<file path="src/rtl/rtc_alarm_pkg.sv">
package rtc_alarm_pkg;
  localparam int NFIELD = 6;
  localparam int VAL_W  = 7;
  localparam int ADDR_W = 3;
  localparam int DATA_W = VAL_W + 1;

  localparam logic [ADDR_W-1:0] ADR_CTRL = 3'd6;
  localparam logic [ADDR_W-1:0] ADR_STAT = 3'd7;

  typedef struct packed {
    logic             en;
    logic [VAL_W-1:0] val;
  } alarm_byte_t;
endpackage

</file>
<file path="src/rtl/alarm_regs.sv">
module alarm_regs
  import rtc_alarm_pkg::*;
(
  input  logic                    clk,
  input  logic                    rst,
  input  logic                    wr_en,
  input  logic [ADDR_W-1:0]       wr_addr,
  input  logic [DATA_W-1:0]       wr_data,
  input  logic                    rd_en,
  input  logic [ADDR_W-1:0]       rd_addr,
  input  logic                    alm,
  output logic [DATA_W-1:0]       rd_data,
  output alarm_byte_t [NFIELD-1:0] abytes,
  output logic                    im,
  output logic                    arst,
  output logic                    stat_rd,
  output logic                    clr_req,
  output logic                    any_en
);
  logic stat_wr;

  assign stat_wr = wr_en && (wr_addr == ADR_STAT);
  assign stat_rd = rd_en && (rd_addr == ADR_STAT);
  assign clr_req = stat_wr && !wr_data[0];

  genvar g;
  generate
    for (g = 0; g < NFIELD; g++) begin : g_byte
      always_ff @(posedge clk) begin
        if (rst) abytes[g] <= '0;
        else if (wr_en && (wr_addr == ADDR_W'(g))) abytes[g] <= wr_data;
      end
    end
  endgenerate

  always_ff @(posedge clk) begin
    if (rst) begin
      im   <= 1'b0;
      arst <= 1'b0;
    end else begin
      if (wr_en && (wr_addr == ADR_CTRL)) im <= wr_data[0];
      if (stat_wr) arst <= wr_data[DATA_W-1];
    end
  end

  always_comb begin
    any_en = 1'b0;
    for (int i = 0; i < NFIELD; i++) any_en = any_en | abytes[i].en;
  end

  always_ff @(posedge clk) begin
    if (rst) rd_data <= '0;
    else if (rd_en) begin
      if (rd_addr == ADR_CTRL)      rd_data <= {{(DATA_W-1){1'b0}}, im};
      else if (rd_addr == ADR_STAT) rd_data <= {arst, {(DATA_W-2){1'b0}}, alm};
      else                          rd_data <= abytes[rd_addr];
    end
  end
endmodule

</file>
<file path="src/rtl/alarm_match.sv">
module alarm_match
  import rtc_alarm_pkg::*;
(
  input  logic                     tick,
  input  logic [NFIELD*VAL_W-1:0]  tod,
  input  alarm_byte_t [NFIELD-1:0] abytes,
  output logic                     match
);
  logic [NFIELD-1:0] hit;
  logic [NFIELD-1:0] ens;

  genvar g;
  generate
    for (g = 0; g < NFIELD; g++) begin : g_cmp
      assign ens[g] = abytes[g].en;
      assign hit[g] = !abytes[g].en || (abytes[g].val == tod[g*VAL_W +: VAL_W]);
    end
  endgenerate

  assign match = tick && (|ens) && (&hit);
endmodule

</file>
<file path="src/rtl/irq_ctrl.sv">
module irq_ctrl #(
  parameter int PULSE_CYC = 4
) (
  input  logic clk,
  input  logic rst,
  input  logic match,
  input  logic im,
  input  logic arst,
  input  logic stat_rd,
  input  logic clr_req,
  input  logic fout_en,
  input  logic fout_in,
  output logic alm,
  output logic irq_n
);
  localparam int CW = $clog2(PULSE_CYC + 1);

  logic          alm_nxt;
  logic [CW-1:0] cnt, cnt_nxt;

  always_comb begin
    alm_nxt = match || (alm && !clr_req && !(arst && stat_rd));
    if (match && im)   cnt_nxt = CW'(PULSE_CYC);
    else if (cnt != 0) cnt_nxt = cnt - CW'(1);
    else               cnt_nxt = '0;
  end

  always_ff @(posedge clk) begin
    if (rst) begin
      alm   <= 1'b0;
      cnt   <= '0;
      irq_n <= 1'b1;
    end else begin
      alm <= alm_nxt;
      cnt <= cnt_nxt;
      if (fout_en)  irq_n <= fout_in;
      else if (im)  irq_n <= (cnt_nxt == '0);
      else          irq_n <= !alm_nxt;
    end
  end
endmodule

</file>
<file path="src/rtl/rtc_alarm_irq.sv">
module rtc_alarm_irq
  import rtc_alarm_pkg::*;
#(
  parameter int PULSE_CYC = 4
) (
  input  logic                    clk,
  input  logic                    rst,
  input  logic                    wr_en,
  input  logic [2:0]              wr_addr,
  input  logic [7:0]              wr_data,
  input  logic                    rd_en,
  input  logic [2:0]              rd_addr,
  output logic [7:0]              rd_data,
  input  logic                    tick,
  input  logic [41:0]             tod,
  input  logic                    fout_en,
  input  logic                    fout_in,
  output logic                    irq_n
);
  alarm_byte_t [NFIELD-1:0] abytes;
  logic im, arst, stat_rd, clr_req, any_en, match, alm;

  alarm_regs u_regs (
    .clk(clk), .rst(rst), .wr_en(wr_en), .wr_addr(wr_addr), .wr_data(wr_data),
    .rd_en(rd_en), .rd_addr(rd_addr), .alm(alm), .rd_data(rd_data),
    .abytes(abytes), .im(im), .arst(arst), .stat_rd(stat_rd),
    .clr_req(clr_req), .any_en(any_en)
  );

  alarm_match u_match (
    .tick(tick), .tod(tod), .abytes(abytes), .match(match)
  );

  irq_ctrl #(.PULSE_CYC(PULSE_CYC)) u_irq (
    .clk(clk), .rst(rst), .match(match), .im(im), .arst(arst),
    .stat_rd(stat_rd), .clr_req(clr_req), .fout_en(fout_en),
    .fout_in(fout_in), .alm(alm), .irq_n(irq_n)
  );
endmodule

</file>
<file path="config.mk">
export PLATFORM = sky130hd
export DESIGN_NAME = rtc_alarm_irq
export DESIGN_NICKNAME = d
export VERILOG_FILES = /design/src/rtl/rtc_alarm_pkg.sv /design/src/rtl/alarm_regs.sv /design/src/rtl/alarm_match.sv /design/src/rtl/irq_ctrl.sv /design/src/rtl/rtc_alarm_irq.sv
export SDC_FILE = /design/constraint.sdc
export NUM_CORES = 1
export LEC_CHECK = 0
export ABC_AREA = 1
export CAP_MARGIN = 20
export CORE_MARGIN = 1
export CORE_UTILIZATION = 64
export DETAILED_ROUTE_END_ITERATION = 10
export DONT_BUFFER_PORTS = 1
export HOLD_SLACK_MARGIN = 0.06
export PLACE_DENSITY = 0.84
export SYNTH_ARGS = -nofsm -noshare
export SYNTH_HDL_FRONTEND = slang
export SYNTH_HIERARCHICAL = 1
export SYNTH_SLANG_ARGS = --single-unit
</file>
<file path="constraint.sdc">
create_clock -name clk -period 1.5 [get_ports clk]
set_input_delay 0.15 -clock clk [delete_from_list [all_inputs] [get_ports clk]]
set_output_delay 0.15 -clock clk [all_outputs]
set_load 0.05 [all_outputs]
</file>
==> qor.txt, run 1 <==
CLOCKING
--------------------------------------------------------------------------
Buffer type at the clock tree root ..........................     clkbuf_8
Number of buffers added by the clock tree synthesis step ....            9
CTS Sinks ...................................................           63
H-tree depth ................................................            3
Worst skew pair latency .....................................      0.34 ns
Clock Tree Buf Depth ........................................            2
CTS tree ....................................................         done
Worst-path clk slew .........................................      0.06 ns

WORST HOLD PATH
--------------------------------------------------------------------------
Launch instance of the worst min-delay path .................        rd_en
Number of instances on the worst hold path ..................            2
Worst min path class ........................................ input port to flop
Terminating pin of the worst hold path ...................... u_regs/rd_data[4]

RUN STATUS
--------------------------------------------------------------------------
Result of the run ........................................... complete, but fails checks
Violated checks ............................................. negative setup slack

SETUP PATH
--------------------------------------------------------------------------
Element type at the critical path end .......................         flop
R2r endpoint ................................................  u_irq/irq_n
CP Data Arrival Time ........................................      1.84 ns
Maximum single-stage delay on the critical path .............      0.38 ns
Startpoint of the lowest-slack register-to-register path .... u_regs/abytes[3]
Slowest cell on crit path ...................................      dfxtp_1
Worst Path Max Fanout .......................................            3
Setup slack on the worst flop-to-flop path ..................     -0.10 ns
R2R cell count ..............................................           14
Start-to-end type of the worst setup path ................... flop to flop
Setup crit start kind .......................................         flop
Most common cell on crit path ...............................      nand2_1
CP required .................................................      1.73 ns
Cells traversed along the worst timing path ................. xnor2_1 > nand2_1 > nor2_1 > nand2_1 > nand2_1 > nand3_2 > nor2_4 > nand2_2 > nand2_1 > nor2_1 > nand2_1 > nand2_1 > nand2_1 > nand2_1

STA
--------------------------------------------------------------------------
Worst hold slack across all endpoints .......................    0.0792 ns
Slew @ Worst Pin ............................................     0.506 ns
Setup-violating endpoint count in the final report ..........            2
Clock Skew ..................................................   0.00479 ns
Setup TNS ...................................................    -0.111 ns
Final period utilization ....................................         107%
Final worst path period need ................................      1.60 ns
Count of final hold-check violations ........................            0
Highest clock frequency the design can meet .................      625 MHz
Final count of pins violating max slew ......................            0
Setup repair after global routing missed its margin .........         true
Final worst-path setup slack ................................    -0.101 ns
Slew HR .....................................................        66.2%

POWER
--------------------------------------------------------------------------
Peak supply drop ............................................       604 uV
P_leak ......................................................      1.98 nW
Power density relative to cell area .........................  867 mW/mm^2
Total power after layout ....................................      3.67 mW

ROUTING
--------------------------------------------------------------------------
Initial DRC Count ...........................................          302
Sum of met2 wire segment lengths after detailed routing .....      4.78 mm
Met3 Routed Length ..........................................      1.12 mm
Routed length per instance ..................................      14.8 um
Met1 layer wirelength in the final routing ..................      3.98 mm
Top layer used by detailed routing ..........................         met4
Post-detailed-route via-to-cell ratio .......................         5.50
Final routed wirelength across all metal layers .............      10.1 mm
DR DRC count ................................................            0
Count of antenna-violating nets left after detailed routing .            0
Number of iterations in the first detailed-routing pass .....            6
Routed via count ............................................         3754

FINAL LAYOUT
--------------------------------------------------------------------------
Layout cell share with drive strength beyond 1 ..............        14.7%
Number of non-filler instances in the completed layout ......          682
Diodes inserted .............................................            0
Fill cells ..................................................          395
P&R area growth vs syn ......................................        17.8%
Final design area excluding fillers ......................... 0.00423 mm^2
Final design utilization ....................................        80.8%
Number of nets in the finished design .......................          673

GRT
--------------------------------------------------------------------------
Number of global-route vias before repair ...................         3599
Global-route wire length before repair ......................      16.4 mm
Overall routing resource usage ..............................        35.6%
Largest net degree at the start of global routing ...........           58
Gr ovfl total ...............................................            0
Antenna violations before repair ............................            0

SYNTH
--------------------------------------------------------------------------
Post-synthesis instance area ................................ 0.00359 mm^2
Post-Synthesis Net Count ....................................          628
Synth warnings ..............................................            6
Syn_area_per_cell ...........................................    6.38 um^2
Cell count after synthesis ..................................          563

DIE
--------------------------------------------------------------------------
Overall die area ............................................ 0.00591 mm^2
I/O pin count ...............................................           72
Placeable Area .............................................. 0.00524 mm^2
Die Ht ......................................................      76.9 um
Initial Util ................................................        68.5%
Die width ...................................................      76.9 um
Number of cell rows .........................................           26

PLACEMENT
--------------------------------------------------------------------------
Area after detailed placement ............................... 0.00387 mm^2
Post-DP HPWL ................................................      6.81 mm
Total of buffers placed on input and output ports ...........            0
GPL Wtd Cong ................................................        0.912
Placed cell count ...........................................          652
Post-place setup slack ......................................   -0.0768 ns

RUN
--------------------------------------------------------------------------
Max-Cap Viols ...............................................            0

## sequential cells by signal (all words and copies together) (netlist names)
register / cells
u_irq/cnt: 3
u_regs/im: 1
u_regs/abytes: 48
u_irq/irq_n: 1
u_regs/arst: 1
u_regs/rd_data: 8
u_irq/alm: 1
## repair_timing
item / 4_1_cts / 5_1_grt
endpoints found under the setup margin: 4 / 4
endpoints found under the hold margin: 62 / 2
pin swaps: 1 / 1
setup buffers: 0 / 0
hold buffers: 13 / 2
resized for setup: 7 / 15
## worst max path at each step
stage / start / to / slack, ns / cells after the start
final: u_regs/abytes[3] / u_irq/irq_n / -0.10 / 14
after global routing: u_regs/abytes[14] / u_irq/irq_n / -0.25 / 17
after CTS: u_regs/abytes[14] / u_irq/irq_n / -0.05 / 17
after detailed placement: u_regs/abytes[14] / u_irq/irq_n / -0.08 / 17
after global placement: u_regs/abytes[14] / u_irq/irq_n / -0.04 / 17
after floorplan: u_regs/abytes[14] / u_irq/irq_n / 0.12 / 17
## critical path, delay by kind of cell, from the launching register on
kind / cells / cell delay (ns)
simple gates: 13 / 0.98
flops: 1 / 0.38
xor+xnor: 1 / 0.15
## power breakdown
group / total (mW) / switching (mW) / internal [mW]
combinational: 0.614 / 0.369 / 0.245
sequential: 1.80 / 0.0556 / 1.74
clock: 1.26 / 0.619 / 0.636
total: 3.67 / 1.04 / 2.62
## final cells by class
type	count	area (um^2)	area share, %
Sequential cell	63	1270	30.1
Clock buffer	14	153	3.61
Multi-Input combinational cell	402	1960	46.4
Tap cell	70	87.6	2.07
Timing Repair Buffer	51	437	10.3
Clock inverter	1	5.00	0.118
Inverter	81	312	7.36
## routing by layer
| metal | global-route usage, % | up-vias |
|---|---|---|
| met5 | 0 | - |
| met4 | 15.4 | 0 |
| met3 | 12.6 | 29 |
| met2 | 57.4 | 197 |
| met1 | 42.5 | 1677 |
| li1 | - | 1851 |
## placed cells by master (no fill, tap or decap), types with 2 or more instances in the layout
cell type	n
nand2_2	2
inv_1	74
nor2_1	104
dlygate4sd3_1	15
ha_1	2
xnor2_1	22
o211ai_1	11
inv_2	4
xor2_1	5
nor2_4	2
nand3_1	9
a21oi_1	21
buf_4	34
dfxtp_1	53
o21ai_0	65
clkbuf_8	10
inv_4	3
nand2_1	130
clkbuf_1	4
dfxtp_2	10
nor2_2	10
nor3_1	2
a21oi_2	8
Power figures use the tool's default switching activity.
==> run 2, diff against run 1 <==
- CORE_MARGIN: 1 -> 1.5
- CORE_UTILIZATION: 64 -> 40
- PLACE_DENSITY: 0.84 -> 0.58
- SKIP_CTS_REPAIR_TIMING: not set -> 1
==> run 2 against run 1 <==
First-iteration DRC count fell by 16%. Critical path type unchanged. Count of clock-buffer cells in the layout shrank 2. Largest cell class unchanged. Clock skew grew 0.0030 ns. Die area grew 62%. Worst setup slack got worse by 0.033 ns. The run ends with negative hold slack, negative setup slack left. Sequential power barely moved. Flip-flop and latch count unchanged.
==> qor.txt, run 2 (synthesis gave the netlist of run 1 again) <==
SETUP PATH
--------------------------------------------------------------------------
CP required .................................................      1.75 ns   was 1.73 ns
Slowest cell on crit path ...................................      dfxtp_1   unchanged
CP Data Arrival Time ........................................      1.88 ns   was 1.84 ns
Element type at the critical path end .......................         flop   unchanged
Worst path top cell family by delay ......................... simple AND/OR/NAND/NOR gates   unchanged
Setup crit start kind .......................................         flop   unchanged
Maximum single-stage delay on the critical path .............      0.37 ns   was 0.38 ns
Start-to-end type of the worst setup path ................... flop to flop   unchanged
Cells traversed along the worst timing path ................. xnor2_1 > nand2_1 > nor2_1 > nand2_1 > nand2_1 > nand3_1 > nor2_4 > nand2_2 > nand2_1 > nor2_1 > nand2_1 > nand2_1 > nand2_1 > nand2_1   was xnor2_1 > nand2_1 > nor2_1 > nand2_1 > nand2_1 > nand3_2 > nor2_4 > nand2_2 > nand2_1 > nor2_1 > nand2_1 > nand2_1 > nand2_1 > nand2_1
Worst path bufs/invs ........................................            0   unchanged
Worst Path Max Fanout .......................................            3   unchanged
Most common cell on crit path ...............................      nand2_1   unchanged

GRT
--------------------------------------------------------------------------
Largest net degree at the start of global routing ...........           58   unchanged
Antenna violations before repair ............................            0   unchanged
Layer carrying the most global-route usage ..................         met2   unchanged
Gr ovfl total ...............................................            0   unchanged
Overall routing resource usage ..............................        21.9%   was 35.6%
Global-route wire length before repair ......................      16.4 mm   about the same
Number of global-route vias before repair ...................         3291   was 3599
Met3 usage ..................................................        4.15%   was 12.6%
Met1 capacity usage during global routing ...................        29.9%   was 42.5%
GR Layer Usage met2 .........................................        33.9%   was 57.4%

DIE
--------------------------------------------------------------------------
Die Ht ......................................................      97.7 um   was 76.9 um
Number of cell rows .........................................           34   was 26
I/O pin count ...............................................           72   unchanged
Overall die area ............................................ 0.00955 mm^2   was 0.00591 mm^2
Placeable Area .............................................. 0.00872 mm^2   was 0.00524 mm^2
Initial Util ................................................        41.2%   was 68.5%
Die width ...................................................      97.7 um   was 76.9 um

CLOCKING
--------------------------------------------------------------------------
Worst-path clk slew .........................................      0.07 ns   was 0.06 ns
H-tree depth ................................................            3   unchanged
Buffer type at the clock tree root ..........................     clkbuf_8   unchanged
CTS tree ....................................................         done   unchanged
Clock Tree Buf Depth ........................................            2   unchanged
Worst skew pair latency .....................................      0.35 ns   was 0.34 ns
CTS Sinks ...................................................           63   unchanged
Number of buffers added by the clock tree synthesis step ....            9   unchanged

STA
--------------------------------------------------------------------------
Setup-violating endpoint count in the final report ..........            4   was 2
Count of final hold-check violations ........................            1   was 0
Slew @ Worst Pin ............................................     0.482 ns   was 0.506 ns
Clock Skew ..................................................   0.00782 ns   was 0.00479 ns
Slew HR .....................................................        67.8%   was 66.2%
Final worst path period need ................................      1.63 ns   was 1.60 ns
Final period utilization ....................................         109%   was 107%
Final worst-path setup slack ................................    -0.134 ns   was -0.101 ns
Highest clock frequency the design can meet .................      612 MHz   was 625 MHz
Worst hold slack across all endpoints .......................  -0.00464 ns   was 0.0792 ns
Final count of pins violating max slew ......................            0   unchanged
Setup repair after global routing missed its margin .........         true   unchanged

ROUTING
--------------------------------------------------------------------------
Post-detailed-route via-to-cell ratio .......................         4.93   was 5.50
Routed length per instance ..................................      14.6 um   was 14.8 um
Final routed wirelength across all metal layers .............      10.6 mm   was 10.1 mm
DR DRC count ................................................            0   unchanged
Routed via count ............................................         3571   was 3754
Number of iterations in the first detailed-routing pass .....            5   was 6
Initial DRC Count ...........................................          255   was 302
Count of antenna-violating nets left after detailed routing .            0   unchanged

RUN
--------------------------------------------------------------------------
Max-Cap Viols ...............................................            0   unchanged

POWER
--------------------------------------------------------------------------
Power density relative to cell area .........................  879 mW/mm^2   was 867 mW/mm^2
Internal ....................................................      2.71 mW   was 2.62 mW
Part of the power in combinational logic ....................        16.2%   was 16.8%
Share of total power in sequential cells ....................        47.0%   was 49.0%
Power share of the clock group ..............................        36.8%   was 34.2%
Switching share of power ....................................        28.8%   was 28.5%
Peak supply drop ............................................       457 uV   was 604 uV
P_leak ......................................................      2.01 nW   was 1.98 nW
Switching power of the nets .................................      1.10 mW   was 1.04 mW

FINAL LAYOUT
--------------------------------------------------------------------------
Leading registers by flop count ............................. u_regs/abytes: 48 flops, u_regs/rd_data: 8 flops, u_irq/cnt: 3 flops   unchanged
Number of nets in the finished design .......................          678   was 673
Layout cell share with drive strength beyond 1 ..............        15.7%   was 14.7%
Fill cells ..................................................          884   was 395
Most frequent cells in the layout ........................... nand2_1, nor2_1, inv_1, o21ai_0, dfxtp_1   unchanged
Largest register FFs ........................................           48   unchanged
P&R area growth vs syn ......................................        20.8%   was 17.8%
Most common cell after layout, fill and taps aside ..........      nand2_1   unchanged
Final design area excluding fillers ......................... 0.00434 mm^2   was 0.00423 mm^2
Final design utilization ....................................        49.7%   was 80.8%
Diodes inserted .............................................            0   unchanged
Reg with most FFs ........................................... u_regs/abytes   unchanged

RUN STATUS
--------------------------------------------------------------------------
Result of the run ........................................... complete, but fails checks   unchanged
Violated checks ............................................. negative hold slack, negative setup slack   was negative setup slack

PLACEMENT
--------------------------------------------------------------------------
GPL Wtd Cong ................................................        0.854   was 0.912
Post-DP HPWL ................................................      7.30 mm   was 6.81 mm
Total of buffers placed on input and output ports ...........            0   unchanged
Area after detailed placement ............................... 0.00395 mm^2   was 0.00387 mm^2

WORST HOLD PATH
--------------------------------------------------------------------------
Worst min path class ........................................ input port to flop   unchanged

run 2: cell count changes in the layout (fill, tap and decap cells not counted), moves of 2 or more:
cell	before	now
inv_2	4	6
dfxtp_1	53	57
clkbuf_8	10	12
dfxtp_2	10	6
buf_4	34	40
clkbuf_1	4	0
run 2: cell type report:
class	instances	area [um^2]	area share, %
Clock buffer	12	165	3.81
Sequential cell	63	1270	29.2
Timing Repair Buffer	56	470	10.8
Tap cell	108	135	3.12
Inverter	81	309	7.12
Multi-Input combinational cell	402	1970	45.5
Clock inverter	3	17.5	0.404
run 2: through the flow:
step	total power [mW]	setup TNS, ns	hold WS, ns	setup slack, ns	std cells
2_1_floorplan	2.24	0	0.219	0.120	563
5_1_grt	3.98	-0.724	0.0606	-0.281	725
3_3_place_gp	2.35	-0.221	0.222	-0.0952	694
6_report	3.81	-0.331	-0.00464	-0.134	725
4_1_cts	3.75	-0.318	-0.149	-0.122	709
3_5_place_dp	2.36	-0.294	0.228	-0.119	694
run 2: path summary, 6_finish.rpt:
kind	cells past startpoint	from	slack, ns	to
worst max-delay path	14	u_regs/abytes[33]	-0.13	u_irq/irq_n
worst min-delay path	2	wr_data[3]	-0.005	u_regs/abytes[43]
worst max register to register	14	u_regs/abytes[33]	-0.13	u_irq/irq_n
worst min register to register	2	u_regs/abytes[43]	0.48	u_regs/abytes[43]
run 2: routing by layer:
layer	vias up	part of all wire (%)
met5	-	0
li1	1837	-
met4	0	1.9
met2	127	45
met1	1593	46
met3	14	6.9
run 2: power by group through the flow:
stage | combinational (mW) | clock [mW] | sequential, mW
6_report | 0.616 | 1.40 | 1.79
3_5_place_dp | 0.529 | 0 | 1.83
4_1_cts | 0.533 | 1.42 | 1.79
2_1_floorplan | 0.362 | 0 | 1.87
3_3_place_gp | 0.526 | 0 | 1.83
5_1_grt | 0.689 | 1.49 | 1.80
run 2: worst register-to-register path: stages, from the launching register on:
cell and delay [ns]:
dfxtp_1 0.37, xnor2_1 0.14, nand2_1 0.08, nor2_1 0.14, nand2_1 0.08, nand2_1 0.06
nand3_1 0.14, nor2_4 0.16, nand2_2 0.07, nand2_1 0.07, nor2_1 0.04, nand2_1 0.05
nand2_1 0.05, nand2_1 0.05, nand2_1 0.04
==> run 3, diff against run 2 <==
--- a/config.mk
+++ b/config.mk
@@ -7,5 +7,4 @@
 export LEC_CHECK = 0
 export ABC_AREA = 1
-export CAP_MARGIN = 20
 export CORE_MARGIN = 1.5
 export CORE_UTILIZATION = 40
==> constraint.sdc (replaced) <==
create_clock -name clk -period 1.5 [get_ports clk]
set_input_delay 0.075 -clock clk [delete_from_list [all_inputs] [get_ports clk]]
set_output_delay 0.075 -clock clk [all_outputs]
set_load 0.05 [all_outputs]
==> run 3 against run 2 <==
The run still ends with negative hold slack, negative setup slack left. Count of clock-buffer cells in the layout down 1. Worst hold slack worse by 0.10 ns. Sequential power about the same. Clock power down 11%. Worst setup slack worse by 0.027 ns. Critical path depth unchanged. Utilization down 0.40 points. Routed wire length down 2.4%. Flip-flop and latch count unchanged. Power down 4.1%. Clock skew up 0.0019 ns. Fmax down 1.6%.
==> qor.txt, run 3 (synthesis gave the netlist of run 1 again) <==
STA
--------------------------------------------------------------------------
Worst hold slack across all endpoints .......................    -0.106 ns   was -0.00464 ns
Final period utilization ....................................         111%   was 109%
Setup-violating endpoint count in the final report ..........            4   unchanged
Count of final hold-check violations ........................            1   unchanged
Slew @ Worst Pin ............................................     0.584 ns   was 0.482 ns
Setup repair after global routing missed its margin .........         true   unchanged
Slew HR .....................................................        61.0%   was 67.8%
Final worst path period need ................................      1.66 ns   was 1.63 ns
Final worst-path setup slack ................................    -0.161 ns   was -0.134 ns
Final count of pins violating max slew ......................            0   unchanged
Clock Skew ..................................................   0.00969 ns   was 0.00782 ns
Highest clock frequency the design can meet .................      602 MHz   was 612 MHz

FINAL LAYOUT
--------------------------------------------------------------------------
Fill cells ..................................................          909   was 884
P&R area growth vs syn ......................................        19.9%   was 20.8%
Most common cell after layout, fill and taps aside ..........      nand2_1   unchanged
Diodes inserted .............................................            0   unchanged
Layout cell share with drive strength beyond 1 ..............        15.2%   was 15.7%
Most frequent cells in the layout ........................... nand2_1, nor2_1, inv_1, o21ai_0, dfxtp_1   unchanged
Largest register FFs ........................................           48   unchanged
Reg with most FFs ........................................... u_regs/abytes   unchanged
Number of nets in the finished design .......................          676   was 678
Leading registers by flop count ............................. u_regs/abytes: 48 flops, u_regs/rd_data: 8 flops, u_irq/cnt: 3 flops   unchanged
Final design utilization ....................................        49.3%   was 49.7%
Final design area excluding fillers ......................... 0.00430 mm^2   was 0.00434 mm^2

ROUTING
--------------------------------------------------------------------------
Number of iterations in the first detailed-routing pass .....            4   was 5
Count of antenna-violating nets left after detailed routing .            0   unchanged
Routed length per instance ..................................      14.4 um   was 14.6 um
Routed via count ............................................         3560   was 3571
Post-detailed-route via-to-cell ratio .......................         4.94   was 4.93
Initial DRC Count ...........................................          152   was 255
Final routed wirelength across all metal layers .............      10.4 mm   was 10.6 mm
DR DRC count ................................................            0   unchanged

CLOCKING
--------------------------------------------------------------------------
CTS Sinks ...................................................           63   unchanged
Worst skew pair latency .....................................      0.33 ns   was 0.35 ns
H-tree depth ................................................            3   unchanged
CTS tree ....................................................         done   unchanged
Number of buffers added by the clock tree synthesis step ....            9   unchanged
Worst-path clk slew .........................................      0.07 ns   about the same
Clock Tree Buf Depth ........................................            2   unchanged
Buffer type at the clock tree root ..........................     clkbuf_8   unchanged

GRT
--------------------------------------------------------------------------
Antenna violations before repair ............................            0   unchanged
Largest net degree at the start of global routing ...........           58   unchanged
Overall routing resource usage ..............................        21.8%   was 21.9%
Global-route wire length before repair ......................      16.5 mm   was 16.4 mm
Gr ovfl total ...............................................            0   unchanged
Number of global-route vias before repair ...................         3361   was 3291

DIE
--------------------------------------------------------------------------
Placeable Area .............................................. 0.00872 mm^2   unchanged
Overall die area ............................................ 0.00955 mm^2   unchanged
Number of cell rows .........................................           34   unchanged
I/O pin count ...............................................           72   unchanged
Die Ht ......................................................      97.7 um   unchanged
Initial Util ................................................        41.2%   unchanged
Die width ...................................................      97.7 um   unchanged

SETUP PATH
--------------------------------------------------------------------------
Worst path bufs/invs ........................................            0   unchanged
Cells traversed along the worst timing path ................. xnor2_1 > nand2_1 > nor2_1 > nand2_1 > a21oi_1 > nand2_2 > nor2_4 > nand2_2 > nand2_1 > nor2_1 > nand2_1 > nand2_1 > nand2_1 > nand2_1   was xnor2_1 > nand2_1 > nor2_1 > nand2_1 > nand2_1 > nand3_1 > nor2_4 > nand2_2 > nand2_1 > nor2_1 > nand2_1 > nand2_1 > nand2_1 > nand2_1
Slowest cell on crit path ...................................      dfxtp_1   unchanged
Setup crit start kind .......................................         flop   unchanged
Element type at the critical path end .......................         flop   unchanged
CP Data Arrival Time ........................................      1.89 ns   was 1.88 ns
Start-to-end type of the worst setup path ................... flop to flop   unchanged
Maximum single-stage delay on the critical path .............      0.35 ns   was 0.37 ns
Worst path top cell family by delay ......................... simple AND/OR/NAND/NOR gates   unchanged
CP required .................................................      1.72 ns   was 1.75 ns
Worst Path Max Fanout .......................................            2   was 3
Most common cell on crit path ...............................      nand2_1   unchanged

RUN STATUS
--------------------------------------------------------------------------
Result of the run ........................................... complete, but fails checks   unchanged
Violated checks ............................................. negative hold slack, negative setup slack   unchanged

RUN
--------------------------------------------------------------------------
Max-Cap Viols ...............................................            0   unchanged

WORST HOLD PATH
--------------------------------------------------------------------------
Worst min path class ........................................ input port to flop   unchanged

PLACEMENT
--------------------------------------------------------------------------
Total of buffers placed on input and output ports ...........            0   unchanged
Area after detailed placement ............................... 0.00395 mm^2   unchanged
Post-DP HPWL ................................................      7.45 mm   was 7.30 mm
GPL Wtd Cong ................................................        0.833   was 0.854
Post-place setup slack ......................................   -0.0905 ns   was -0.119 ns

POWER
--------------------------------------------------------------------------
Power density relative to cell area .........................  850 mW/mm^2   was 879 mW/mm^2
Peak supply drop ............................................       552 uV   was 457 uV
P_leak ......................................................      1.98 nW   was 2.01 nW

==> run 3: cell type report <==
| class | instances | area (um^2) | area share [%] |
|---|---|---|---|
| multi-input cells | 402 | 1980 | 46.1 |
| flip-flops and latches | 63 | 1260 | 29.4 |
| clock buffers | 11 | 141 | 3.29 |
| repair buffers | 54 | 457 | 10.6 |
| inverters | 81 | 312 | 7.24 |
| well taps | 108 | 135 | 3.14 |
| clock inverters | 2 | 10.0 | 0.233 |
==> run 3: worst paths after layout <==
kind	to	slack, ns	cells past startpoint	startpoint
worst max-delay path	u_irq/irq_n	-0.16	14	u_regs/abytes[28]
worst min-delay path	u_irq/irq_n	-0.11	3	fout_en
worst max register to register	u_irq/irq_n	-0.16	14	u_regs/abytes[28]
worst min register to register	u_regs/abytes[29]	0.48	2	u_regs/abytes[29]
==> run 3: metrics by stage <==
step / total power [mW] / TNS, ns / cells / hold slack, ns
after floorplan: 2.24 / 0 / 563 / 0.144
after global placement: 2.35 / -0.222 / 694 / 0.147
after detailed placement: 2.36 / -0.179 / 694 / 0.148
after CTS: 3.59 / -0.359 / 707 / -0.202
after global routing: 3.82 / -0.822 / 721 / -0.0679
final: 3.66 / -0.353 / 721 / -0.106
==> run 3: per-layer routing <==
metal  global-route usage (%)  wire, um  vias to the layer above
li1                         -         -                     1843
met1                     28.4      4560                     1583
met2                     34.2      4740                      122
met3                     5.80       885                       12
met4                     8.90       172                        0
met5                        0         0                        -
==> run 3: worst min-delay path, delay by kind of cell <==
family	cells	cell delay [ns]
and+or+nand+nor	2	0.08
buffers and inverters	1	0.03
==> run 3: power breakdown <==
group | switching [mW] | leakage [nW] | internal (mW)
Combinational | 0.369 | 1.39 | 0.250
Sequential | 0.0519 | 0.515 | 1.74
Clock | 0.632 | 0.0809 | 0.613
